$ cat src/rtl/pct_pkg.sv
package pct_pkg;
  typedef enum logic {
    PCT_NORMAL   = 1'b0,
    PCT_COMPRESS = 1'b1
  } pct_mode_e;

  // Number of address bits that pick a section; fixed by the 1-of-8 split.
  localparam int unsigned PCT_SEL_W = 3;
  localparam int unsigned PCT_NSEC  = 1 << PCT_SEL_W;
endpackage

$ cat src/rtl/pct_mode_ctl.sv
module pct_mode_ctl
  import pct_pkg::*;
(
  input  logic      clk,
  input  logic      rst_n,
  input  logic      enter_i,
  input  logic      exit_i,
  output pct_mode_e mode_o
);
  pct_mode_e mode_q;

  // Entry wins: an entry cycle is itself a refresh-class cycle.
  function automatic pct_mode_e next_mode(input pct_mode_e cur,
                                          input logic en, input logic ex);
    if (en)      return PCT_COMPRESS;
    else if (ex) return PCT_NORMAL;
    else         return cur;
  endfunction

  always_ff @(posedge clk or negedge rst_n) begin
    if (!rst_n) mode_q <= PCT_NORMAL;
    else        mode_q <= next_mode(mode_q, enter_i, exit_i);
  end

  assign mode_o = mode_q;
endmodule

$ cat src/rtl/pct_addr_split.sv
module pct_addr_split
  import pct_pkg::*;
#(
  parameter int unsigned ROW_W = 11,
  parameter int unsigned COL_W = 11,
  localparam int unsigned ADDR_W = (ROW_W - 1) + (COL_W - 2)
) (
  input  logic [ROW_W-1:0]     row_i,
  input  logic [COL_W-1:0]     col_i,
  output logic [PCT_SEL_W-1:0] sel_o,
  output logic [PCT_NSEC-1:0]  sel_onehot_o,
  output logic [ADDR_W-1:0]    addr_o
);
  function automatic logic [PCT_SEL_W-1:0] sect_index(
      input logic [ROW_W-1:0] r, input logic [COL_W-1:0] c);
    return {r[ROW_W-1], c[COL_W-1], c[0]};
  endfunction

  function automatic logic [ADDR_W-1:0] inner_addr(
      input logic [ROW_W-1:0] r, input logic [COL_W-1:0] c);
    return {r[ROW_W-2:0], c[COL_W-2:1]};
  endfunction

  assign sel_o  = sect_index(row_i, col_i);
  assign addr_o = inner_addr(row_i, col_i);

  for (genvar g = 0; g < PCT_NSEC; g++) begin : g_dec
    assign sel_onehot_o[g] = (sel_o == PCT_SEL_W'(g));
  end
endmodule

$ cat src/rtl/pct_write_fan.sv
module pct_write_fan
  import pct_pkg::*;
(
  input  logic                wr_i,
  input  logic                din_i,
  input  pct_mode_e           mode_i,
  input  logic [PCT_NSEC-1:0] sel_onehot_i,
  output logic [PCT_NSEC-1:0] we_o,
  output logic [PCT_NSEC-1:0] wdata_o
);
  logic bcast;
  assign bcast = (mode_i == PCT_COMPRESS);

  for (genvar g = 0; g < PCT_NSEC; g++) begin : g_sec
    assign we_o[g]    = wr_i & (bcast | sel_onehot_i[g]);
    assign wdata_o[g] = din_i;
  end
endmodule

$ cat src/rtl/pct_read_cmp.sv
module pct_read_cmp
  import pct_pkg::*;
(
  input  logic                 clk,
  input  logic                 rst_n,
  input  logic                 rd_i,
  input  pct_mode_e            mode_i,
  input  logic [PCT_SEL_W-1:0] sel_i,
  input  logic [PCT_NSEC-1:0]  rdata_i,
  output logic                 q_o,
  output logic                 vld_o
);
  function automatic logic all_equal(input logic [PCT_NSEC-1:0] v);
    return (&v) | ~(|v);
  endfunction

  logic rd_bit;
  assign rd_bit = (mode_i == PCT_COMPRESS) ? all_equal(rdata_i) : rdata_i[sel_i];

  always_ff @(posedge clk or negedge rst_n) begin
    if (!rst_n) begin
      q_o   <= 1'b0;
      vld_o <= 1'b0;
    end else begin
      vld_o <= rd_i;
      if (rd_i) q_o <= rd_bit;
    end
  end
endmodule

$ cat src/rtl/pcmp_test_unit.sv
module pcmp_test_unit
  import pct_pkg::*;
#(
  parameter int unsigned ROW_W = 11,
  parameter int unsigned COL_W = 11,
  localparam int unsigned ADDR_W = (ROW_W - 1) + (COL_W - 2)
) (
  input  logic                clk,
  input  logic                rst_n,
  input  logic                enter_i,
  input  logic                exit_i,
  input  logic [ROW_W-1:0]    row_i,
  input  logic [COL_W-1:0]    col_i,
  input  logic                wr_i,
  input  logic                rd_i,
  input  logic                din_i,
  input  logic [PCT_NSEC-1:0] arr_rdata_i,
  output logic [ADDR_W-1:0]   arr_addr_o,
  output logic [PCT_NSEC-1:0] arr_we_o,
  output logic [PCT_NSEC-1:0] arr_wdata_o,
  output logic                q_o,
  output logic                q_vld_o,
  output logic                tmode_o
);
  pct_mode_e            mode;
  logic [PCT_SEL_W-1:0] sel;
  logic [PCT_NSEC-1:0]  sel_onehot;

  pct_mode_ctl u_mode (
    .clk     (clk),
    .rst_n   (rst_n),
    .enter_i (enter_i),
    .exit_i  (exit_i),
    .mode_o  (mode)
  );

  pct_addr_split #(.ROW_W(ROW_W), .COL_W(COL_W)) u_split (
    .row_i        (row_i),
    .col_i        (col_i),
    .sel_o        (sel),
    .sel_onehot_o (sel_onehot),
    .addr_o       (arr_addr_o)
  );

  pct_write_fan u_wfan (
    .wr_i         (wr_i),
    .din_i        (din_i),
    .mode_i       (mode),
    .sel_onehot_i (sel_onehot),
    .we_o         (arr_we_o),
    .wdata_o      (arr_wdata_o)
  );

  pct_read_cmp u_rcmp (
    .clk     (clk),
    .rst_n   (rst_n),
    .rd_i    (rd_i),
    .mode_i  (mode),
    .sel_i   (sel),
    .rdata_i (arr_rdata_i),
    .q_o     (q_o),
    .vld_o   (q_vld_o)
  );

  assign tmode_o = (mode == PCT_COMPRESS);
endmodule

$ cat config.mk
export PLATFORM = sky130hd
export DESIGN_NAME = pcmp_test_unit
export DESIGN_NICKNAME = d
export VERILOG_FILES = /design/src/rtl/pct_pkg.sv /design/src/rtl/pct_mode_ctl.sv /design/src/rtl/pct_addr_split.sv /design/src/rtl/pct_write_fan.sv /design/src/rtl/pct_read_cmp.sv /design/src/rtl/pcmp_test_unit.sv
export SDC_FILE = /design/constraint.sdc
export NUM_CORES = 1
export LEC_CHECK = 0
export BUFFER_PORTS_ARGS = -buffer_cell sky130_fd_sc_hd__buf_2
export CORE_MARGIN = 3
export CORE_UTILIZATION = 27
export CTS_CLUSTER_SIZE = 8
export DETAILED_ROUTE_END_ITERATION = 8
export GPL_ROUTABILITY_DRIVEN = 0
export GPL_TIMING_DRIVEN = 0
export PLACE_DENSITY_LB_ADDON = 0.05
export SLEW_MARGIN = 20
export SYNTH_ARGS = -nofsm -noshare
export SYNTH_HDL_FRONTEND = slang
export SYNTH_SLANG_ARGS = --single-unit
$ cat constraint.sdc
create_clock -name clk -period 0.99 [get_ports clk]
set_input_delay 0.198 -clock clk [delete_from_list [all_inputs] [get_ports clk]]
set_output_delay 0.198 -clock clk [all_outputs]
set_load 0.02 [all_outputs]
==> results of run 1 <==
[cell families (layout without fill, tap and decap cells)]
group / after synthesis / count (layout)
flip-flops: 3 / 3
buffers and inverters: 34 / 95
AO/OA/AOI/OAI: 14 / 14
multiplexers: 3 / 3
AND/OR/NAND/NOR: 18 / 18
[power by group through the flow]
stage | logic (uW) | clock network, uW | registers, uW
finish | 547 | 211 | 143
global route | 585 | 245 | 144
CTS | 488 | 219 | 140
detailed placement | 443 | 0 | 141
global placement | 442 | 0 | 141
floorplan | 295 | 0 | 153
[routing by layer]
layer	share of wire [%]	track usage, %	vias up
li1	-	-	347
met1	36	14.2	307
met2	51	21.0	55
met3	12	2.62	0
met4	0	4.04	0
met5	0	0	-
[final cells by class]
cell class,instances,share of cell area (%)
well taps,25,2.92
flip-flops and latches,3,7.13
plain buffers,31,23.5
inverters,3,1.05
clock buffers,4,2.45
repair buffers,57,34.6
multi-input cells,35,28.4
[flip-flops by register name (all words and copies together), names as in the netlist]
signal and cells:
u_rcmp.vld_o 1, u_mode.mode_o 1, u_rcmp.q_o 1
[path summary, 6_finish.rpt]
kind,from,end,slack [ns],cells past startpoint
setup / recovery,u_mode.mode_o,arr_we_o[4],-0.37,3
hold / removal,rd_i,u_rcmp.vld_o,0.14,1
setup reg to reg,u_mode.mode_o,u_rcmp.q_o,-0.07,3
hold reg to reg,u_rcmp.q_o,u_rcmp.q_o,0.68,2
max in group asynchronous,rst_n,u_mode.mode_o,0.56,2
min in group asynchronous,rst_n,u_rcmp.q_o,0.31,2
[cell usage in the layout, fill, tap and decap left out, drive strengths merged, types with 2 or more instances in the layout]
master,instances
a21oi,2
a31oi,3
buf,86
clkbuf,5
dfrtp,3
inv,3
mux2i,3
nand4,2
nor2,2
nor2b,3
nor3,5
nor4,2
o21a,5
[repair_timing]
action,4_1_cts,5_1_grt
cloned,0,1
endpoints found under the setup margin,9,12
pin swaps,0,1
setup buffers,2,2
resized for setup,8,20
endpoints found under the hold margin,3,0
hold buffers,1,0
[critical path, stage by stage, from the launching register on]
cell	delay (ns)
dfrtp_2	0.43
clkbuf_16	0.16
o21a_2	0.21
buf_6	0.13
[through the flow]
step | util (%) | TNS (ns) | instances
after global routing | 58.8 | -3.49 | 158
after detailed placement | 47.6 | -1.23 | 149
final | 58.8 | -3.08 | 158
after CTS | 53.7 | -3.10 | 156
after floorplan | - | -0.565 | 72
after global placement | 47.6 | -1.31 | 149
==> results.sh, run 1 <==
export IMPL_synth_seq_cells=3
export IMPL_yosysMostFrequentCell="buf_4"
export IMPL_cellLeakagePower_uw=0.000562
export IMPL_slew_headroom_pct=83.1
export IMPL_synth_xor_area_share_pct=0
export IMPL_viasPerCell=4.49
export IMPL_synth_compound_area_share_pct=18.7
export IMPL_hold_viol_final=0
export IMPL_diodes=0
export IMPL_synthAdderAreaFrac_pct=0
export IMPL_cp_end_kind="primary output"
export IMPL_die_w_um=51.1
export IMPL_drcViolationCount=0
export IMPL_clock_skew_ns=0.0000101
export IMPL_fin_ws_ns=-0.373
export IMPL_finalPower_uw=901
export IMPL_coreArea_mm2=0.00182
export IMPL_yosysTopAreaCell="buf_4"
export IMPL_period_share_pct=138
export IMPL_multi_input_comb_area_um2=304
export IMPL_tightestPinTransition_ns=0.251
export IMPL_grt_use_total_pct=12.0
export IMPL_synth_top_family_by_area="buffers and inverters"
export IMPL_finalMaxSlewViolations=0
export IMPL_synth_edf_count=0
export IMPL_cts_buffers=3
export IMPL_place_ws_ns=-0.187
export IMPL_seqPwrFrac_pct=15.8
export IMPL_violations="setup timing"
export IMPL_antenna_found_initial=0
export IMPL_io_buffers=52
export IMPL_yosysTopAreaCellShare_pct=38.3
export IMPL_power_density_mw_per_mm2=841
export IMPL_grt_pass1_wl_um=2530
export IMPL_dpl_instance_area_um2=866
export IMPL_clock_sinks=3
export IMPL_tritoncts="done"
export IMPL_area_growth_pct=95.0
export IMPL_clockBufferDepth=2
export IMPL_setup_violations=10
export IMPL_p_clk_share_pct=23.5
export IMPL_p_int_uw=569
export IMPL_synth_area_um2=549
export IMPL_p_switching_uw=332
export IMPL_clkLatencyLatePin_ns=0.23
export IMPL_pin_count=75
export IMPL_fp_dieH_um=51.1
export IMPL_synth_common_cells="28 x buf_4, 5 x nor3_1, 5 x o21a_1"
export IMPL_synth_distinct_cells=23
export IMPL_drtIter0Drc=2
export IMPL_irDropWorstVdd_v=0.000492
export IMPL_fillCellCount=163
export IMPL_synth_simple_area_share_pct=18.2
export IMPL_max_cap_violations=0
export IMPL_synth_seq_area_share_pct=13.7
export IMPL_comb_power_share_pct=60.7
export IMPL_dp_hpwl_um=1280
export IMPL_synth_cells=72
export IMPL_antenna_left=0
export IMPL_p_sw_share_pct=36.8
export IMPL_dr_pass1_iters=3
export IMPL_required_ns=0.79
export IMPL_dieArea_mm2=0.00261
export IMPL_crit_fanout=5
export IMPL_synth_fp_nets=109
export IMPL_netlist_top_cells_area="buf_4 38%, dfrtp_1 14%, o21a_1 6.8%"
export IMPL_initial_core_util_pct=30.2
export IMPL_syn_area_per_cell_um2=7.63
export IMPL_grt_pass1_vias=658
export IMPL_wirelength_um=1720
export IMPL_drive_gt1_share_pct=78.2
export IMPL_yosysWarningCount=0
export IMPL_hold_class="in -> reg"
export IMPL_synth_ff_type="dfrtp_1"
export IMPL_critPathLaunchType="register"
export IMPL_arrival_ns=1.16
export IMPL_crit_type="reg -> out"
export IMPL_period_minus_slack_ns=1.36
export IMPL_cts_max_level=1
export IMPL_overflow=0
export IMPL_via_count=709
export IMPL_status="finished with violations"
export IMPL_fin_nets=171
export IMPL_seq_area_um2=76.3
export IMPL_synth_area_mux_share_pct=5.47
export IMPL_grt_setup_unrepaired="yes"
export IMPL_cts_root_buf="clkbuf_4"
export IMPL_max_freq_ghz=0.734
export IMPL_clkSlewWorstSetupHoldPaths_ns=0.04
export IMPL_grt_max_degree=11
export IMPL_stdcell_area_mm2=0.00107
export IMPL_synth_async_reset_ratio_pct=100
export IMPL_whs_ns=0.136
export IMPL_post_drt_wl_per_cell_um=10.9
export IMPL_rows=15
(Power assumes the default switching activity.)
==> run 2, diff against run 1 <==
==> constraint.sdc (replaced) <==
create_clock -name clk -period 0.99 [get_ports clk]
set_input_delay 0.099 -clock clk [delete_from_list [all_inputs] [get_ports clk]]
set_output_delay 0.099 -clock clk [all_outputs]
set_load 0.02 [all_outputs]
==> run 2 against run 1 <==
Compared with the run above:
- the run still ends with setup timing left
- power decreased by 3.7%
- clock-buffer cell count unchanged
- cell count decreased by 1.3%
- register-to-register slack improved by 0.08 ns
- routed wire length decreased by 6.2%
- final area decreased by 4.7%
- sequential power about the same
- largest power group unchanged
==> results.sh, run 2 (synthesis results as in run 1) <==
export IMPL_power_density_mw_per_mm2=849
export IMPL_fp_dieH_um=51.1
export IMPL_fin_cells=156
export IMPL_post_drt_wl_per_cell_um=10.3
export IMPL_area_growth_pct=85.9
export IMPL_stdcell_area_mm2=0.00102
export IMPL_grt_use_total_pct=11.9
export IMPL_via_count=668
export IMPL_arrival_ns=1.13
export IMPL_viasPerCell=4.28
export IMPL_tightestPinTransition_ns=0.267
export IMPL_clockBufferDepth=2
export IMPL_grt_max_degree=11
export IMPL_hold_class="in -> reg"
export IMPL_status="finished with violations"
export IMPL_cts_max_level=1
export IMPL_max_cap_violations=0
export IMPL_dieArea_mm2=0.00261
export IMPL_initial_core_util_pct=30.2
export IMPL_max_freq_ghz=0.812
export IMPL_grt_pass1_vias=630
export IMPL_grt_pass1_wl_um=2480
export IMPL_required_ns=0.89
export IMPL_period_minus_slack_ns=1.23
export IMPL_violations="setup timing"
export IMPL_fin_util_pct=56.1
export IMPL_drive_gt1_share_pct=74.0
export IMPL_cp_end_kind="primary output"
export IMPL_clock_skew_ns=0.0000155
export IMPL_final_common_cell="buf_2"
export IMPL_antenna_found_initial=0
export IMPL_place_inst=149
export IMPL_clock_sinks=3
export IMPL_crit_buf_inv=2
export IMPL_crit_family="flip-flops"
export IMPL_setup_violations=8
export IMPL_hold_viol_final=0
export IMPL_fin_ws_ns=-0.242
export IMPL_dp_hpwl_um=1250
export IMPL_crit_type="reg -> out"
export IMPL_max_stage_delay_ns=0.43
export IMPL_finalMaxSlewViolations=0
export IMPL_period_share_pct=124
export IMPL_fillCellCount=190
export IMPL_crit_fanout=5
export IMPL_coreArea_mm2=0.00182
export IMPL_cellLeakagePower_uw=0.000537
export IMPL_dpl_instance_area_um2=853
export IMPL_whs_ns=0.0354
export IMPL_use_met3_pct=1.75
export IMPL_pin_count=75
export IMPL_tritoncts="done"
export IMPL_diodes=0
export IMPL_grt_setup_unrepaired="yes"
export IMPL_die_w_um=51.1
export IMPL_gr_max_usage_layer="met2"
export IMPL_cts_root_buf="clkbuf_4"
export IMPL_dr_pass1_iters=4
export IMPL_critPathLaunchType="register"
export IMPL_grt_util_met2_pct=20.6
export IMPL_slowest_stage="dfrtp_2"
export IMPL_drtIter0Drc=3
export IMPL_clkLatencyLatePin_ns=0.23
export IMPL_final_cell_mix="45 x buf_2, 28 x buf_4, 11 x buf_6, 5 x o21a_1, 5 x nor3_1"
export IMPL_antenna_left=0
export IMPL_clkSlewWorstSetupHoldPaths_ns=0.04
export IMPL_cts_buffers=3
export IMPL_overflow=0
export IMPL_drcViolationCount=0
export IMPL_finalPower_uw=867
export IMPL_fin_nets=169
export IMPL_io_buffers=52
export IMPL_irDropWorstVdd_v=0.000363
export IMPL_grt_util_met1_pct=14.7
export IMPL_rows=15
export IMPL_slew_headroom_pct=82.1
export IMPL_cp_cell_sequence="buf_8 -> a31oi_4 -> nor2b_2 -> buf_6"
export IMPL_wirelength_um=1610
==> run 2: metrics by stage <==
step	setup TNS [ns]	setup WS [ns]
3_5_place_dp	-0.409	-0.104
4_1_cts	-2.06	-0.258
5_1_grt	-2.05	-0.273
3_3_place_gp	-0.414	-0.123
2_1_floorplan	0	0.00415
6_report	-1.76	-0.242
==> run 2: per-layer routing <==
layer / part of all wire [%] / routed length, um
met1: 42 / 673
met2: 47 / 758
met3: 11 / 179
met4: 0 / 0
met5: 0 / 0
==> run 2: path summary, 6_finish.rpt <==
kind                                from            end  slack [ns]  depth (start not counted)
max                        u_mode.mode_o    arr_we_o[6]       -0.24                          4
min                                 rd_i   u_rcmp.vld_o        0.04                          1
max reg2reg                u_mode.mode_o     u_rcmp.q_o        0.01                          4
min reg2reg                   u_rcmp.q_o     u_rcmp.q_o        0.58                          1
max in group asynchronous          rst_n  u_mode.mode_o        0.67                          2
min in group asynchronous          rst_n   u_rcmp.vld_o        0.20                          2
==> run 2: where the power goes <==
part / total [uW] / leakage (uW) / switching, uW / internal, uW
clock: 212 / 0.0000150 / 60.7 / 151
combinational: 514 / 0.000489 / 258 / 257
sequential: 142 / 0.0000335 / 7.86 / 134
total: 867 / 0.000537 / 326 / 541
==> run 2: area by class of cell <==
class                      instances  area [um^2]  area share [%]
timing repair buffer              55          343            33.6
buffer                            31          241            23.7
inverter                           3         11.3            1.10
multi-input combinational         35          292            28.6
tap                               25         31.3            3.06
clock buffer                       4         26.3            2.57
sequential                         3         76.3            7.48
==> run 2: timing repair <==
item | in CTS | in global routing
hold endpoints to repair | 3 | 0
hold buffers | 1 | 0
cloned | 1 | 0
pin swaps | 0 | 3
resized for setup | 16 | 11
buffers inserted | 1 | 1
endpoints found under the setup margin | 8 | 10
==> run 2: worst register-to-register path: cells and delay by family, from the launching register on <==
family / cells / cell delay [ns]
AOI/OAI and AO/OA: 2 / 0.25
DFF: 1 / 0.43
buffers and inverters: 2 / 0.25
==> run 3, diff against run 2 <==
- ABC_AREA: not set -> 1
- CORE_UTILIZATION: 27 -> 28
==> run 3 against run 2 <==
Compared with the run above:
- final area decreased by 1.7%
- clock-buffer cell count unchanged
- critical path type unchanged
- first-iteration DRC count increased by 33%
- clock power increased by 3%
- area after synthesis increased by 6.8%
- sequential share of layout area about the same
- worst hold slack improved by 0.0075 ns
- flip-flop and latch count unchanged
- die area increased by 2.7%
- cell count increased by 21%
- the run still ends with setup timing left
- synthesized cell count increased by 43%
- register-to-register slack improved by 0.06 ns
- critical endpoint is now arr_we_o[7]
==> results.sh, run 3 <==
export IMPL_status="finished with violations"
export IMPL_violations="setup timing"
export IMPL_slew_headroom_pct=75.7
export IMPL_die_w_um=51.8
export IMPL_seq_area_um2=75.1
export IMPL_synth_common_cells="32 x nand2_1, 27 x buf_4, 13 x inv_1"
export IMPL_setup_violations=9
export IMPL_fin_ws_ns=-0.135
export IMPL_period_share_pct=114
export IMPL_tritoncts="done"
export IMPL_startpoint="u_mode.mode_o"
export IMPL_fillCellCount=197
export IMPL_yosysTopAreaCellShare_pct=34.5
export IMPL_power_density_mw_per_mm2=837
export IMPL_required_ns=0.89
export IMPL_crit_family="flip-flops"
export IMPL_grt_max_degree=11
export IMPL_wirelength_um=1740
export IMPL_dpl_instance_area_um2=883
export IMPL_rows=15
export IMPL_cellLeakagePower_uw=0.000623
export IMPL_pin_count=75
export IMPL_tightestPinTransition_ns=0.364
export IMPL_synth_async_reset_ratio_pct=100
export IMPL_stdcell_area_mm2=0.00100
export IMPL_synthAdderAreaFrac_pct=0
export IMPL_clockBufferDepth=2
export IMPL_netlist_top_cells_area="buf_4 35%, nand2_1 20%, dfrtp_1 13%"
export IMPL_slowest_stage="dfrtp_1"
export IMPL_arrival_ns=1.03
export IMPL_synth_ff_type="dfrtp_1"
export IMPL_initial_core_util_pct=31.6
export IMPL_grt_pass1_vias=682
export IMPL_clkLatencyLatePin_ns=0.23
export IMPL_coreArea_mm2=0.00186
export IMPL_hold_viol_final=0
export IMPL_synth_area_mux_share_pct=0
export IMPL_diodes=0
export IMPL_synth_distinct_cells=12
export IMPL_synth_seq_cells=3
export IMPL_dp_hpwl_um=1410
export IMPL_synth_xor_area_share_pct=0
export IMPL_yosysTopAreaCell="buf_4"
export IMPL_fin_nets=202
export IMPL_cts_root_buf="clkbuf_4"
export IMPL_antenna_found_initial=0
export IMPL_synth_area_um2=587
export IMPL_grt_pass1_wl_um=2650
export IMPL_whs_ns=0.0429
export IMPL_synth_seq_area_share_pct=12.8
export IMPL_drtIter0Drc=4
export IMPL_clkSlewWorstSetupHoldPaths_ns=0.03
export IMPL_drcViolationCount=0
export IMPL_period_minus_slack_ns=1.12
export IMPL_clock_skew_ns=0.000000541
export IMPL_synth_top_family_by_area="buffers and inverters"
export IMPL_hold_class="in -> reg"
export IMPL_max_cap_violations=0
export IMPL_critPathLaunchType="register"
export IMPL_viasPerCell=4.13
export IMPL_synth_compound_area_share_pct=8.96
export IMPL_dr_pass1_iters=4
export IMPL_yosysMostFrequentCell="nand2_1"
export IMPL_drive_gt1_share_pct=58.5
export IMPL_multi_input_comb_area_um2=263
export IMPL_yosysWarningCount=0
export IMPL_cts_max_level=1
export IMPL_crit_type="reg -> out"
export IMPL_grt_use_total_pct=12.4
export IMPL_irDropWorstVdd_v=0.000548
export IMPL_fp_dieH_um=51.8
export IMPL_antenna_left=0
export IMPL_synth_simple_area_share_pct=31.3
export IMPL_r2r_start="u_mode.mode_o"
export IMPL_cts_buffers=3
export IMPL_cp_end_kind="primary output"
export IMPL_area_growth_pct=71.0
export IMPL_crit_buf_inv=2
export IMPL_synth_edf_count=0
export IMPL_place_ws_ns=0.0772
export IMPL_io_buffers=53
export IMPL_max_freq_ghz=0.889
export IMPL_overflow=0
export IMPL_fin_tns_setup_ns=-0.944
export IMPL_post_drt_wl_per_cell_um=9.20
export IMPL_syn_area_per_cell_um2=5.70
export IMPL_finalMaxSlewViolations=0
export IMPL_via_count=780
export IMPL_final_cell_mix="45 x buf_2, 36 x buf_4, 32 x nand2_1, 13 x inv_1, 9 x nand3_1"
export IMPL_max_stage_delay_ns=0.40
export IMPL_synth_cells=103
export IMPL_min_from="exit_i"
export IMPL_clock_sinks=3
export IMPL_grt_setup_unrepaired="yes"
export IMPL_synth_fp_nets=140
export IMPL_crit_fanout=9
export IMPL_final_common_cell="buf_2"
export IMPL_dieArea_mm2=0.00268
export IMPL_cp_cell_sequence="inv_4 -> a21oi_1 -> buf_4"
## run 3: cell types whose count changed in the layout (fill, tap and decap cells not counted), moves of 3 or more
cell / previous run / this run
a31oi_4: 3 / 0
buf_4: 28 / 36
inv_1: 3 / 13
nand3_1: 0 / 9
buf_6: 11 / 3
a21oi_2: 0 / 7
nand2_1: 1 / 32
nor2_1: 2 / 5
nor2b_2: 3 / 0
nor3_1: 5 / 0
mux2i_1: 3 / 0
o21a_1: 5 / 0
## run 3: final cells by class
cell class | count | share of cell area (%)
repair buffers | 57 | 32.9
multi-input cells | 56 | 26.2
plain buffers | 29 | 21.8
flip-flops and latches | 3 | 7.48
inverters | 15 | 5.86
well taps | 25 | 3.12
clock buffers | 4 | 2.62
## run 3: path summary, 6_finish.rpt
check | to | slack (ns) | cells after the start
max | arr_we_o[7] | -0.13 | 3
min | u_mode.mode_o | 0.04 | 2
max reg2reg | u_rcmp.q_o | 0.07 | 5
min reg2reg | u_rcmp.q_o | 0.48 | 2
max in group asynchronous | u_mode.mode_o | 0.70 | 2
min in group asynchronous | u_rcmp.vld_o | 0.18 | 2
## run 3: worst reg2reg max path, cell delays in order, from the launching register on
cell and delay, ns:
dfrtp_1 0.40, inv_4 0.14, buf_4 0.13, nand2_1 0.04
nand2_1 0.05, nand2_1 0.04
## run 3: logic make-up after synthesis
kind of cell,count (synthesis)
simple gates,46
flops,3
buf+inv,44
compound gates,10
## run 3: routing by layer
layer	wire (um)	global-route usage, %	vias to the layer above	share of wire [%]
met5	0	0	-	0
met4	0	1.31	0	0
met3	196	4.30	0	11
met2	862	20.6	47	50
met1	678	16.0	328	39
li1	-	-	405	-
## run 3: timing repair
action | 4_1_cts | 5_1_grt
setup endpoints to repair | 8 | 9
resized for setup | 15 | 4
hold buffers | 2 | 0
pin swaps | 1 | 0
hold endpoints to repair | 4 | 0
setup buffers | 2 | 0
## run 3: power breakdown
group | total, uW | switching, uW | internal [uW]
registers | 138 | 5.46 | 132
clock network | 219 | 67.5 | 151
logic | 484 | 260 | 224
total | 840 | 333 | 507
## run 3: per-stage QoR
step	instances	utilization [%]	total power [uW]
6_report	189	54.0	840
5_1_grt	189	54.0	898
4_1_cts	189	53.2	838
3_5_place_dp	181	47.5	576
3_3_place_gp	181	47.5	573
2_1_floorplan	103	-	435
